`config.mk`:
```
export PLATFORM = sky130hd
export DESIGN_NAME = pin_port_ctrl
export DESIGN_NICKNAME = d
export VERILOG_FILES = /design/src/rtl/pin_port_pkg.sv /design/src/rtl/pin_port_regs.sv /design/src/rtl/pin_port_sync.sv /design/src/rtl/pin_port_readmux.sv /design/src/rtl/pin_port_drive.sv /design/src/rtl/pin_port_ctrl.sv
export SDC_FILE = /design/constraint.sdc
export NUM_CORES = 1
export LEC_CHECK = 0
export ABC_AREA = 1
export BUFFER_PORTS_ARGS = -buffer_cell sky130_fd_sc_hd__buf_2
export CAP_MARGIN = 20
export CELL_PAD_IN_SITES_DETAIL_PLACEMENT = 2
export CELL_PAD_IN_SITES_GLOBAL_PLACEMENT = 2
export CORE_MARGIN = 2
export CORE_UTILIZATION = 29
export CTS_BUF_LIST = sky130_fd_sc_hd__clkbuf_2
export CTS_CLUSTER_DIAMETER = 40
export DETAILED_ROUTE_END_ITERATION = 10
export HOLD_SLACK_MARGIN = 0.06
export PLACE_DENSITY = 0.82
export RECOVER_POWER = 50
export SLEW_MARGIN = 10
export SYNTH_ARGS = -nofsm -noshare
export SYNTH_HDL_FRONTEND = slang
export SYNTH_SLANG_ARGS = --single-unit
```
`constraint.sdc`:
```
create_clock -name clk -period 1.3 [get_ports clk]
set_clock_uncertainty 0.15 [all_clocks]
set_input_delay 0.26 -clock clk [delete_from_list [all_inputs] [get_ports clk]]
set_output_delay 0.26 -clock clk [all_outputs]
set_load 0.05 [all_outputs]
```
`src/rtl/pin_port_pkg.sv`:
```
package pin_port_pkg;

    // Register select decoded from the single bus address bit
    typedef enum logic {
        SEL_LATCH = 1'b0,
        SEL_DIR   = 1'b1
    } port_sel_e;

endpackage

```
`src/rtl/pin_port_regs.sv`:
```
module pin_port_regs
    import pin_port_pkg::*;
#(
    parameter int unsigned W = 8
) (
    input  logic         clk,
    input  logic         rst_n,
    input  logic         wr,
    input  logic         be,
    input  port_sel_e    sel,
    input  logic [W-1:0] wdata,
    output logic [W-1:0] latch,
    output logic [W-1:0] dir
);

    typedef struct packed {
        logic [W-1:0] latch;
        logic [W-1:0] dir;
    } regs_t;

    regs_t s_d, s_q;

    always_comb begin
        s_d = s_q;
        if (wr && be) begin
            if (sel == SEL_LATCH) begin
                s_d.latch = wdata;
            end else begin
                s_d.dir = wdata;
            end
        end
    end

    always_ff @(posedge clk or negedge rst_n) begin
        if (!rst_n) begin
            s_q <= '0;
        end else begin
            s_q <= s_d;
        end
    end

    assign latch = s_q.latch;
    assign dir   = s_q.dir;

    // a write without byte-enable changes no register
    a_r10_be_zero_keeps: assert property (@(posedge clk) disable iff (!rst_n)
        (wr && !be) |=> ($stable(latch) && $stable(dir)));

    // an enabled write to the data address lands in the latch
    a_r2_latch_write: assert property (@(posedge clk) disable iff (!rst_n)
        (wr && be && sel == SEL_LATCH) |=> (latch == $past(wdata)));

    // an enabled write to the direction address lands in the direction register
    a_r11_dir_write: assert property (@(posedge clk) disable iff (!rst_n)
        (wr && be && sel == SEL_DIR) |=> (dir == $past(wdata)));

endmodule

```
`src/rtl/pin_port_sync.sv`:
```
module pin_port_sync #(
    parameter int unsigned W      = 8,
    parameter int unsigned STAGES = 2
) (
    input  logic         clk,
    input  logic         rst_n,
    input  logic [W-1:0] async_in,
    output logic [W-1:0] sync_out
);

    typedef struct packed {
        logic [STAGES-1:0][W-1:0] chain;
    } sync_t;

    sync_t s_d, s_q;

    always_comb begin
        s_d = s_q;
        s_d.chain[0] = async_in;
        for (int k = 1; k < STAGES; k++) begin
            s_d.chain[k] = s_q.chain[k-1];
        end
    end

    always_ff @(posedge clk or negedge rst_n) begin
        if (!rst_n) begin
            s_q <= '0;
        end else begin
            s_q <= s_d;
        end
    end

    assign sync_out = s_q.chain[STAGES-1];

endmodule

```
`src/rtl/pin_port_readmux.sv`:
```
module pin_port_readmux
    import pin_port_pkg::*;
#(
    parameter int unsigned W = 8
) (
    input  logic         clk,
    input  logic         rst_n,
    input  logic         rd,
    input  logic         rmw,
    input  port_sel_e    sel,
    input  logic [W-1:0] latch,
    input  logic [W-1:0] dir,
    input  logic [W-1:0] pin_sync,
    output logic [W-1:0] rdata
);

    typedef struct packed {
        logic [W-1:0] rdata;
    } rd_t;

    rd_t          s_d, s_q;
    logic [W-1:0] data_view;

    // Per bit: read-modify-write or output direction shows the latch,
    // an ordinary read of an input shows the synchronized pin
    for (genvar i = 0; i < W; i++) begin : g_view
        assign data_view[i] = (rmw || dir[i]) ? latch[i] : pin_sync[i];
    end

    always_comb begin
        s_d = s_q;
        if (rd) begin
            s_d.rdata = (sel == SEL_DIR) ? dir : data_view;
        end
    end

    always_ff @(posedge clk or negedge rst_n) begin
        if (!rst_n) begin
            s_q <= '0;
        end else begin
            s_q <= s_d;
        end
    end

    assign rdata = s_q.rdata;

    // a read-modify-write read of the data address returns the latch
    a_r6_rmw_latch: assert property (@(posedge clk) disable iff (!rst_n)
        (rd && rmw && sel == SEL_LATCH) |=> (rdata == $past(latch)));

    // read data holds between read strobes
    a_r9_rdata_hold: assert property (@(posedge clk) disable iff (!rst_n)
        !rd |=> $stable(rdata));

    // output bits read back the latch on an ordinary read
    a_r5_out_bits_latch: assert property (@(posedge clk) disable iff (!rst_n)
        (rd && !rmw && sel == SEL_LATCH) |=> ((rdata & $past(dir)) == ($past(latch) & $past(dir))));

endmodule

```
`src/rtl/pin_port_drive.sv`:
```
module pin_port_drive #(
    parameter int unsigned W = 8
) (
    input  logic [W-1:0] latch,
    input  logic [W-1:0] dir,
    input  logic [W-1:0] periph_en,
    input  logic [W-1:0] periph_out,
    output logic [W-1:0] pin_out,
    output logic [W-1:0] pin_oe
);

    for (genvar i = 0; i < W; i++) begin : g_pin
        assign pin_out[i] = periph_en[i] ? periph_out[i] : latch[i];
        assign pin_oe[i]  = periph_en[i] | dir[i];
    end

endmodule

```
`src/rtl/pin_port_ctrl.sv`:
```
module pin_port_ctrl
    import pin_port_pkg::*;
#(
    parameter int unsigned WIDTH       = 8,
    parameter int unsigned SYNC_STAGES = 2
) (
    input  logic             clk,
    input  logic             rst_n,
    input  logic             bus_sel,
    input  logic             bus_wr,
    input  logic             bus_be,
    input  logic [WIDTH-1:0] bus_wdata,
    input  logic             bus_rd,
    input  logic             bus_rmw,
    output logic [WIDTH-1:0] bus_rdata,
    input  logic [WIDTH-1:0] periph_en,
    input  logic [WIDTH-1:0] periph_out,
    input  logic [WIDTH-1:0] pin_in,
    output logic [WIDTH-1:0] pin_out,
    output logic [WIDTH-1:0] pin_oe
);

    port_sel_e        sel;
    logic [WIDTH-1:0] latch;
    logic [WIDTH-1:0] dir;
    logic [WIDTH-1:0] pin_sync;

    assign sel = port_sel_e'(bus_sel);

    pin_port_regs #(.W(WIDTH)) i_regs (
        .clk   (clk),
        .rst_n (rst_n),
        .wr    (bus_wr),
        .be    (bus_be),
        .sel   (sel),
        .wdata (bus_wdata),
        .latch (latch),
        .dir   (dir)
    );

    pin_port_sync #(.W(WIDTH), .STAGES(SYNC_STAGES)) i_sync (
        .clk      (clk),
        .rst_n    (rst_n),
        .async_in (pin_in),
        .sync_out (pin_sync)
    );

    pin_port_readmux #(.W(WIDTH)) i_readmux (
        .clk      (clk),
        .rst_n    (rst_n),
        .rd       (bus_rd),
        .rmw      (bus_rmw),
        .sel      (sel),
        .latch    (latch),
        .dir      (dir),
        .pin_sync (pin_sync),
        .rdata    (bus_rdata)
    );

    pin_port_drive #(.W(WIDTH)) i_drive (
        .latch      (latch),
        .dir        (dir),
        .periph_en  (periph_en),
        .periph_out (periph_out),
        .pin_out    (pin_out),
        .pin_oe     (pin_oe)
    );

    // with no override and all bits inputs, nothing is driven
    a_r8_inputs_quiet: assert property (@(posedge clk) disable iff (!rst_n)
        (dir == '0 && periph_en == '0) |-> (pin_oe == '0));

    // an output bit without override drives the latch after a data write
    a_r3_out_follows_write: assert property (@(posedge clk) disable iff (!rst_n)
        (bus_wr && bus_be && sel == SEL_LATCH) |=> (((pin_out ^ latch) & dir & ~periph_en) == '0));

endmodule

```
==> impl_metrics.yaml, run 1 <==
global_route:
  first_global_vias: 1983
  grt_start_max_net_pins: 41
  grt_util_all_layers: 0.206
  antenna_found_initial: 0
  overflow: 0
  grt_pass1_wl_microns: 10200
cells_and_area:
  postLayoutCoreUtil: 0.489
  nets: 363
  proportion_of_layout_cells_with_a_drive_suffix_above_1: 0.489
  antenna_cells_inserted: 0
  layout-area-overhead-vs-synth_pct: 62.1
sta:
  setup_viol: 28
  max_slew.worst_pin.slew_ns: 0.580
  rsz_0062_raised_after_global_routing: "yes"
  final-max-slew-violation-count: 0
  slew_headroom: 0.613
  layout_worst_path_cycle_share: 1.25
  worst_path_setup_slack_after_routing_ns: -0.320
  final_hold_viol_count: 0
  fmax_mhz: 617
  min_period_ns: 1.62
status:
  violated_checks: "negative setup slack"
  status: "complete, but fails checks"
setup_path:
  cpPeakStageDelay_ns: 0.48
  cp_slowest_cell: "dfrtp_1"
  critPathLaunchType: "flip-flop"
  crit_chain: "nand2_1 > nand2_2 > buf_6"
  critical_r2r_capture: "i_readmux.rdata[5]"
  crit_arrival_ns: 1.21
  reg2reg_setup_slack_ns: -0.07
  cp_data_required_time_ns: 0.89
  critical-path-top-delay-family: "flip-flops"
  worst-setup-path-type: "flip-flop to output pin"
  worst-path-buf-inv: 1
  cp_endpoint_kind: "output pin"
  critPathMaxFanout: 3
  reg2reg_depth: 7
  startpoint_of_the_worst_register_to_register_path: "i_regs.dir[5]"
floorplan:
  die_w_microns: 82.5
  pin_count: 63
  die_h_microns: 82.5
  core_area_sq_um: 5920
  starting_utilization_of_the_core_area: 0.302
  std_cell_rows: 28
  die_area_sq_um: 6800
detailed_routing:
  antenna_left: 0
  route.detailed.vias_per_inst: 4.68
  dr.first_iter.drc_count: 59
  drc: 0
  postRouteWirelength_microns: 7260
  drt-pass1-iter-count: 4
  vias: 1873
  wl_per_cell_microns: 18.1
power_and_ir_drop:
  switching_share: 0.391
  switchingPower_w: 0.00140
  p_leak_nw: 1.54
  cellPowerDensity_nw_per_um2: 1240
  p_clk_frac: 0.160
  fraction_of_power_consumed_by_combinational_cells: 0.424
  cellInternalPower_w: 0.00218
  worst_ir_drop_vdd_uv: 493
  p_seq_frac: 0.416
place:
  dp_slack_ns: 0.0296
  dp_hpwl_microns: 3530
  port_buffers: 62
  gp_congestion: 0.717
logic_synthesis:
  ys_top_cells_by_area: "dfrtp_1 56%, nand2_1 16%, o21ai_2 7.8%, inv_1 5.3%, buf_6 2.5%"
  synth.avg_cell_area_sq_um: 8.89
  synth_nets: 240
  synth_seq_cells: 40
  synth.distinct_cells: 13
  synthDominantCellAreaShare: 0.560
  synth-seq-area-share: 0.560
  post_synthesis_cell_area_sq_um: 1790
  synth_top_cell_by_area: "dfrtp_1"
  ys_warn_count: 0
  synthesis.instances: 201
hold_path:
  holdPathStages: 5
  hold_path.class: "primary input to flip-flop"
  hold_path.startpoint: "bus_rd"
  hold_end: "i_readmux.rdata[0]"
clock_network:
  clockBufferDepth: 2
  cts_max_level: 2
  clock_tree_from_tritoncts: "built"
  cts_root_buf: "clkbuf_2"
  cts-buffers-inserted: 5
  worstSkewPairLatency_ns: 0.40
  cts_num_sinks: 40
  clkSlewWorstSetupHoldPaths_ns: 0.22
job:
  max_cap_violations: 0
[routing by layer]
metal / global-route usage / up-vias / wire length (microns) / part of all wire
li1: - / 875 / - / -
met1: 0.247 / 933 / 2890 / 0.40
met2: 0.384 / 53 / 3980 / 0.55
met3: 0.0304 / 12 / 225 / 0.031
met4: 0.0492 / 0 / 155 / 0.021
met5: 0 / - / 0 / 0
[synthesized netlist by cell type (all sizes together)]
cell type	n
buf	5
inv	26
o21ai	24
nor2	8
nand2	80
a21oi	8
dfrtp	40
nand3	10
[cell usage in the layout (no fill, tap or decap), types with 5 or more instances in the layout]
| master | n |
|---|---|
| nand2_1 | 66 |
| dfrtp_1 | 40 |
| buf_2 | 38 |
| buf_4 | 38 |
| buf_6 | 24 |
| o21ai_2 | 18 |
| inv_1 | 17 |
| dlygate4sd3_1 | 17 |
| nand2_2 | 14 |
| inv_2 | 8 |
| nand3_1 | 7 |
| a21oi_1 | 7 |
| clkbuf_2 | 7 |
| nor2_1 | 5 |
[kinds of logic (layout without fill, tap and decap cells)]
kind of cell    after synthesis  count (layout)  synth area share
compound gates               32              32             0.123
simple gates                 98              98             0.230
flops                        40              40             0.560
buf+inv                      31             155            0.0868
[power groups by stage]
stage          sequential (W)  combinational [W]  clock (W)
2_1_floorplan         0.00162           0.000518          0
3_3_place_gp          0.00151           0.000886          0
3_5_place_dp          0.00152           0.000913          0
4_1_cts               0.00148            0.00133   0.000569
5_1_grt               0.00151            0.00162   0.000651
6_report              0.00149            0.00152   0.000575
[sequential cells by signal, summed over array words and instances (netlist names)]
register,flops
i_regs.latch,8
i_sync.sync_out,8
i_sync.s_d,8
i_readmux.rdata,8
i_regs.dir,8
[final cells by class]
cell class                      count  area, sq um
Inverter                           26          105
Sequential cell                    40         1000
Tap cell                           75         93.8
Clock inverter                      1         3.75
Multi-Input combinational cell    130          684
Timing Repair Buffer              121          973
Clock buffer                        7         35.0
Fill cell                         638         3020
[worst min-delay path, cell delays in order]
cell	delay, ns
buf_2	0.08
inv_1	0.06
buf_12	0.15
nand2_1	0.06
nand2_1	0.04
[stage by stage]
stage / TNS [ns] / cell area (sq um) / hold WS (ns) / power, W / std cells
6_report: -4.65 / 2900 / 0.105 / 0.00358 / 400
5_1_grt: -6.87 / 2900 / 0.110 / 0.00378 / 400
4_1_cts: -4.81 / 2780 / 0.0875 / 0.00338 / 390
3_5_place_dp: 0 / 2190 / 0.105 / 0.00243 / 336
3_3_place_gp: 0 / 2190 / 0.0954 / 0.00240 / 336
2_1_floorplan: 0 / 1790 / -0.186 / 0.00214 / 201
[worst max path at each step]
stage	start	endpoint	slack, ns	depth (start not counted)
finish	i_regs.latch[0]	pin_out[0]	-0.32	3
global route	i_regs.latch[0]	pin_out[0]	-0.40	3
CTS	i_regs.dir[1]	pin_oe[1]	-0.25	3
detailed placement	bus_sel	i_regs.dir[4]	0.03	4
global placement	bus_sel	i_regs.latch[3]	0.07	5
floorplan	i_regs.dir[6]	pin_oe[6]	0.14	2
[what timing repair did]
| action | CTS | global route |
|---|---|---|
| setup buffers | 29 | 14 |
| pin swaps | 10 | 12 |
| resized for setup | 57 | 27 |
| hold endpoints to repair | 64 | 0 |
| setup endpoints to repair | 24 | 28 |
| cloned | 0 | 0 |
| hold buffers | 17 | 0 |
Note: power is estimated with default switching activity, not from simulation.
==> run 2: changes to the inputs <==
CORE_MARGIN = default   (was 2)
SYNTH_HIERARCHICAL = 1   (was default)
==> impl_metrics.yaml, run 2 <==
status:
  status: "complete, but fails checks"
  violated_checks: "negative setup slack"
sta:
  setup_viol: 24
  hold-worst-slack_ns: 0.135
  final_hold_viol_count: 0
  slew_headroom: 0.625
  final-max-slew-violation-count: 0
  layout_worst_path_cycle_share: 1.24
  min_period_ns: 1.62
  rsz_0062_raised_after_global_routing: "yes"
  fmax_mhz: 619
  max_slew.worst_pin.slew_ns: 0.563
  worst_path_setup_slack_after_routing_ns: -0.316
setup_path:
  worst-setup-path-type: "flip-flop to output pin"
  crit_chain: "or2_1 > buf_6"
  critical-path-top-delay-family: "flip-flops"
  cp_data_required_time_ns: 0.89
  critPathLaunchType: "flip-flop"
  cp_endpoint_kind: "output pin"
  critPathMaxFanout: 2
  cpPeakStageDelay_ns: 0.44
  worst-path-buf-inv: 1
  crit_arrival_ns: 1.21
  cp_slowest_cell: "dfrtp_1"
logic_synthesis:
  ys_async_sr_fraction: 1.00
  synth.distinct_cells: 13
  synth_top_cell_by_area: "dfrtp_1"
  synth-seq-area-share: 0.548
  yosysMostFrequentCell: "nand2_1"
  dominantRegCellSynth: "dfrtp_1"
  synth.avg_cell_area_sq_um: 8.57
  ys_warn_count: 6
  synth_nets: 252
  synth_common_cells: "88 x nand2_1, 40 x dfrtp_1, 24 x nor2_1"
  synthesis.instances: 213
  synth_edf_count: 0
  synthDominantCellAreaShare: 0.548
  ys_top_cells_by_area: "dfrtp_1 55%, nand2_1 18%, nand4_1 5.5%, nor2_1 4.9%, buf_6 3.7%"
  synth_seq_cells: 40
  post_synthesis_cell_area_sq_um: 1830
place:
  gp_congestion: 0.736
  port_buffers: 62
  dp_hpwl_microns: 3970
floorplan:
  pin_count: 63
  core_area_sq_um: 5990
  starting_utilization_of_the_core_area: 0.305
  die_h_microns: 81.3
  std_cell_rows: 28
  die_area_sq_um: 6620
  die_w_microns: 81.3
clock_network:
  cts_root_buf: "clkbuf_2"
  clkSlewWorstSetupHoldPaths_ns: 0.22
  clock_tree_from_tritoncts: "built"
  clockBufferDepth: 2
  worstSkewPairLatency_ns: 0.38
  cts_max_level: 2
  cts-buffers-inserted: 5
  cts_num_sinks: 40
detailed_routing:
  drt-pass1-iter-count: 4
  dr.first_iter.drc_count: 56
  wl_per_cell_microns: 15.4
  postRouteWirelength_microns: 6170
  antenna_left: 0
  route.detailed.vias_per_inst: 4.66
  vias: 1875
  drc: 0
global_route:
  overflow: 0
  first_global_vias: 2044
  grt_util_all_layers: 0.195
  antenna_found_initial: 0
  grt_start_max_net_pins: 41
  grt_pass1_wl_microns: 9470
cells_and_area:
  layout-area-overhead-vs-synth_pct: 59.1
  mostFrequentLayoutCell: "nand2_1"
  nets: 365
  proportion_of_layout_cells_with_a_drive_suffix_above_1: 0.352
  postLayoutCoreUtil: 0.485
  antenna_cells_inserted: 0
  mostFrequentLayoutCells: "85 x nand2_1, 40 x dfrtp_1, 38 x buf_2"
power_and_ir_drop:
  pnr_total_power_w: 0.00393
  worst_ir_drop_vdd_uv: 725
  p_leak_nw: 1.54
  cellPowerDensity_nw_per_um2: 1350
hold_path:
  hold_path.class: "primary input to flip-flop"
job:
  max_cap_violations: 0
-- run 2: where the power goes --
part	switching, W	leakage (nW)	internal [W]	total [W]
Combinational	0.000775	0.992	0.000556	0.00133
Clock	0.000415	0.0632	0.000711	0.00113
Sequential	0.0000896	0.485	0.00139	0.00148
Total	0.00128	1.54	0.00265	0.00393
-- run 2: final timing paths --
| check | startpoint | end | slack, ns | cells after the start |
|---|---|---|---|---|
| max | i_regs/dir[1] | pin_oe[1] | -0.32 | 2 |
| min | bus_rd | i_readmux/rdata[7] | 0.14 | 5 |
| max reg2reg | i_regs/dir[2] | i_readmux/rdata[2] | 0.05 | 6 |
| min reg2reg | i_sync/s_d[13] | i_sync/sync_out[5] | 0.23 | 0 |
| max in group asynchronous | rst_n | i_sync/sync_out[3] | 0.28 | 3 |
| min in group asynchronous | rst_n | i_sync/s_d[15] | 0.33 | 3 |
-- run 2: through the flow --
step,worst slack [ns],TNS (ns),instances,instance area [sq um]
floorplan,0.110,0,213,1830
global placement,0.0710,0,358,2300
detailed placement,-0.0279,-0.0367,358,2300
CTS,-0.343,-5.46,396,2840
global route,-0.411,-6.74,402,2900
finish,-0.316,-4.59,402,2900
-- run 2: layout make-up --
| cell class | instances | area [sq um] |
|---|---|---|
| Clock buffer | 5 | 25.0 |
| Clock inverter | 3 | 90.1 |
| Fill cell | 666 | 3090 |
| Inverter | 11 | 48.8 |
| Multi-Input combinational cell | 154 | 719 |
| Sequential cell | 40 | 1000 |
| Tap cell | 75 | 93.8 |
| Timing Repair Buffer | 114 | 926 |
-- run 2: routing by layer --
| metal | GRT usage | share of wire | vias up |
|---|---|---|---|
| met5 | 0 | 0 | - |
| met4 | 0.0411 | 0.0026 | 0 |
| met3 | 0.0348 | 0.027 | 2 |
| met2 | 0.378 | 0.56 | 40 |
| met1 | 0.218 | 0.41 | 932 |
| li1 | - | - | 901 |
-- run 2: kinds of logic after synthesis --
family / count (synthesis) / share of synthesized area
buf+inv: 19 / 0.0761
simple gates: 146 / 0.354
compound gates: 8 / 0.0219
flops: 40 / 0.548
-- run 2: repair_timing --
item,CTS,global route
resized for setup,49,12
hold buffers,18,2
hold endpoints to repair,64,4
endpoints found under the setup margin,24,27
buffers inserted,12,7
pin swaps,9,10
-- run 2: worst register-to-register path, cell delays in order (launching register included) --
cell     delay (ns)
dfrtp_1        0.42
buf_4          0.13
buf_4          0.14
o21ai_0        0.15
nand3_1        0.09
nand2_1        0.07
nand2_1        0.05
==> run 3: changes to the inputs <==
ABC_AREA = default   (was 1)
CORE_UTILIZATION = 33   (was 29)
CTS_CLUSTER_SIZE = 24   (was default)
PLACE_DENSITY = 0.83   (was 0.82)
==> impl_metrics.yaml, run 3 <==
status:
  status: "complete, but fails checks"
  violated_checks: "negative setup slack"
power_and_ir_drop:
  switching_share: 0.373
  p_clk_frac: 0.193
  pnr_total_power_w: 0.00411
  switchingPower_w: 0.00153
  cellPowerDensity_nw_per_um2: 1420
  p_leak_nw: 1.35
  worst_ir_drop_vdd_uv: 779
  p_seq_frac: 0.377
  fraction_of_power_consumed_by_combinational_cells: 0.431
  cellInternalPower_w: 0.00257
logic_synthesis:
  synth_common_cells: "40 x dfrtp_1, 16 x mux2_2"
  ys_top_cells_by_area: "dfrtp_1 58%, mux2_2 11%, mux2_4 7.0%, or4b_1 4.7%, nand3b_1 3.5%"
  ys_warn_count: 6
  dominantRegCellSynth: "dfrtp_1"
  synth_top_cell_by_area: "dfrtp_1"
  synth_nets: 158
  synthDominantCellAreaShare: 0.585
  synthesis.instances: 119
  yosysMostFrequentCell: "dfrtp_1"
  synth_seq_cells: 40
  post_synthesis_cell_area_sq_um: 1710
  ys_async_sr_fraction: 1.00
  synth-seq-area-share: 0.585
  synth.avg_cell_area_sq_um: 14.4
  synth.distinct_cells: 16
  synth_edf_count: 0
setup_path:
  crit_chain: "mux2_4 > buf_6"
  cpPeakStageDelay_ns: 0.47
  worst-path-buf-inv: 1
  cp_slowest_cell: "dfrtp_1"
  reg2reg_depth: 3
  reg2reg_setup_slack_ns: -0.26
  critPathMaxFanout: 2
  cp_endpoint_kind: "output pin"
  critical-path-top-delay-family: "flip-flops"
  cp_data_required_time_ns: 0.89
  critical_r2r_capture: "i_readmux/rdata[5]"
  startpoint_of_the_worst_register_to_register_path: "i_regs/dir[5]"
  critPathLaunchType: "flip-flop"
  worst-setup-path-type: "flip-flop to output pin"
  crit_arrival_ns: 1.35
hold_path:
  hold_end: "i_readmux/rdata[2]"
  hold_path.startpoint: "bus_rd"
  hold_path.class: "primary input to flip-flop"
  holdPathStages: 2
place:
  dp_slack_ns: -0.277
  dp_hpwl_microns: 3430
  gp_congestion: 0.657
  port_buffers: 62
cells_and_area:
  antenna_cells_inserted: 0
  seqCellArea_sq_um: 1000
  mostFrequentLayoutCell: "dfrtp_1"
  proportion_of_layout_cells_with_a_drive_suffix_above_1: 0.638
  layout-area-overhead-vs-synth_pct: 69.3
  fillCellCount: 429
  postLayoutCoreUtil: 0.598
  nets: 281
  mostFrequentLayoutCells: "40 x dfrtp_1, 38 x buf_2, 33 x buf_4"
  multi_input_area_sq_um: 772
floorplan:
  starting_utilization_of_the_core_area: 0.353
  die_w_microns: 74.0
  std_cell_rows: 25
  die_area_sq_um: 5480
  core_area_sq_um: 4850
  die_h_microns: 74.0
  pin_count: 63
global_route:
  antenna_found_initial: 0
  first_global_vias: 1862
  grt_start_max_net_pins: 41
  grt_pass1_wl_microns: 10600
  grt_util_all_layers: 0.279
  overflow: 0
clock_network:
  cts_root_buf: "clkbuf_2"
  clkSlewWorstSetupHoldPaths_ns: 0.23
  worstSkewPairLatency_ns: 0.43
  clockBufferDepth: 2
  clock_tree_from_tritoncts: "built"
  cts_max_level: 2
  cts_num_sinks: 40
  cts-buffers-inserted: 5
sta:
  max_slew.worst_pin.slew_ns: 0.584
  fmax_mhz: 569
  min_period_ns: 1.76
  worst_path_setup_slack_after_routing_ns: -0.459
  slew_headroom: 0.611
  setup_viol: 34
  layout_worst_path_cycle_share: 1.35
  rsz_0062_raised_after_global_routing: "yes"
  final_hold_viol_count: 0
  final-max-slew-violation-count: 0
detailed_routing:
  wl_per_cell_microns: 27.5
  postRouteWirelength_microns: 8520
  drc: 0
  route.detailed.vias_per_inst: 5.18
  drt-pass1-iter-count: 4
  antenna_left: 0
  dr.first_iter.drc_count: 76
  vias: 1605
job:
  max_cap_violations: 0
## run 3: layout make-up
cell class / instances / share of cell area
Sequential cell: 40 / 0.345
Timing Repair Buffer: 121 / 0.337
Multi-Input combinational cell: 74 / 0.266
Tap cell: 67 / 0.0289
Clock inverter: 2 / 0.0121
Clock buffer: 6 / 0.0104
## run 3: worst max-delay path by stage
stage / startpoint / to / depth (start not counted)
5_1_grt: i_regs/latch[5] / pin_out[5] / 2
6_report: i_regs/latch[5] / pin_out[5] / 2
3_5_place_dp: bus_sel / i_readmux/rdata[5] / 3
4_1_cts: i_regs/latch[4] / pin_out[4] / 2
2_1_floorplan: bus_rmw / i_readmux/rdata[2] / 3
3_3_place_gp: bus_sel / i_regs/latch[0] / 3
## run 3: kinds of logic after synthesis
group           after synthesis  synth area share
flops                        40             0.585
simple gates                 34             0.151
mux                          24             0.175
compound gates               16            0.0731
buf+inv                       5            0.0161
## run 3: routing by layer
metal  track usage  vias to the layer above  wire length [microns]
li1              -                      683                      -
met1         0.316                      845                   3270
met2         0.509                       61                   4670
met3        0.0637                       16                    360
met4         0.105                        0                    220
met5             0                        -                      0
## run 3: power by group through the flow
stage          Clock [W]  Combinational (W)  Sequential, W
2_1_floorplan          0           0.000543        0.00169
3_3_place_gp           0            0.00103        0.00153
3_5_place_dp           0            0.00108        0.00156
4_1_cts         0.000752            0.00152        0.00152
5_1_grt         0.000871            0.00182        0.00156
6_report        0.000791            0.00177        0.00155
## run 3: metrics by stage
stage	instances	hold WS [ns]	cell area, sq um	setup TNS, ns
floorplan	119	-0.186	1710	0
global placement	256	0.0929	2190	-2.57
detailed placement	256	0.0981	2190	-4.34
CTS	299	0.142	2790	-7.42
global route	310	0.0963	2900	-11.55
finish	310	0.128	2900	-9.39
## run 3: what timing repair did
action / CTS / global route
hold buffers: 17 / 0
setup buffers: 18 / 18
setup endpoints to repair: 31 / 32
endpoints found under the hold margin: 64 / 0
pin swaps: 3 / 14
resized for setup: 63 / 17
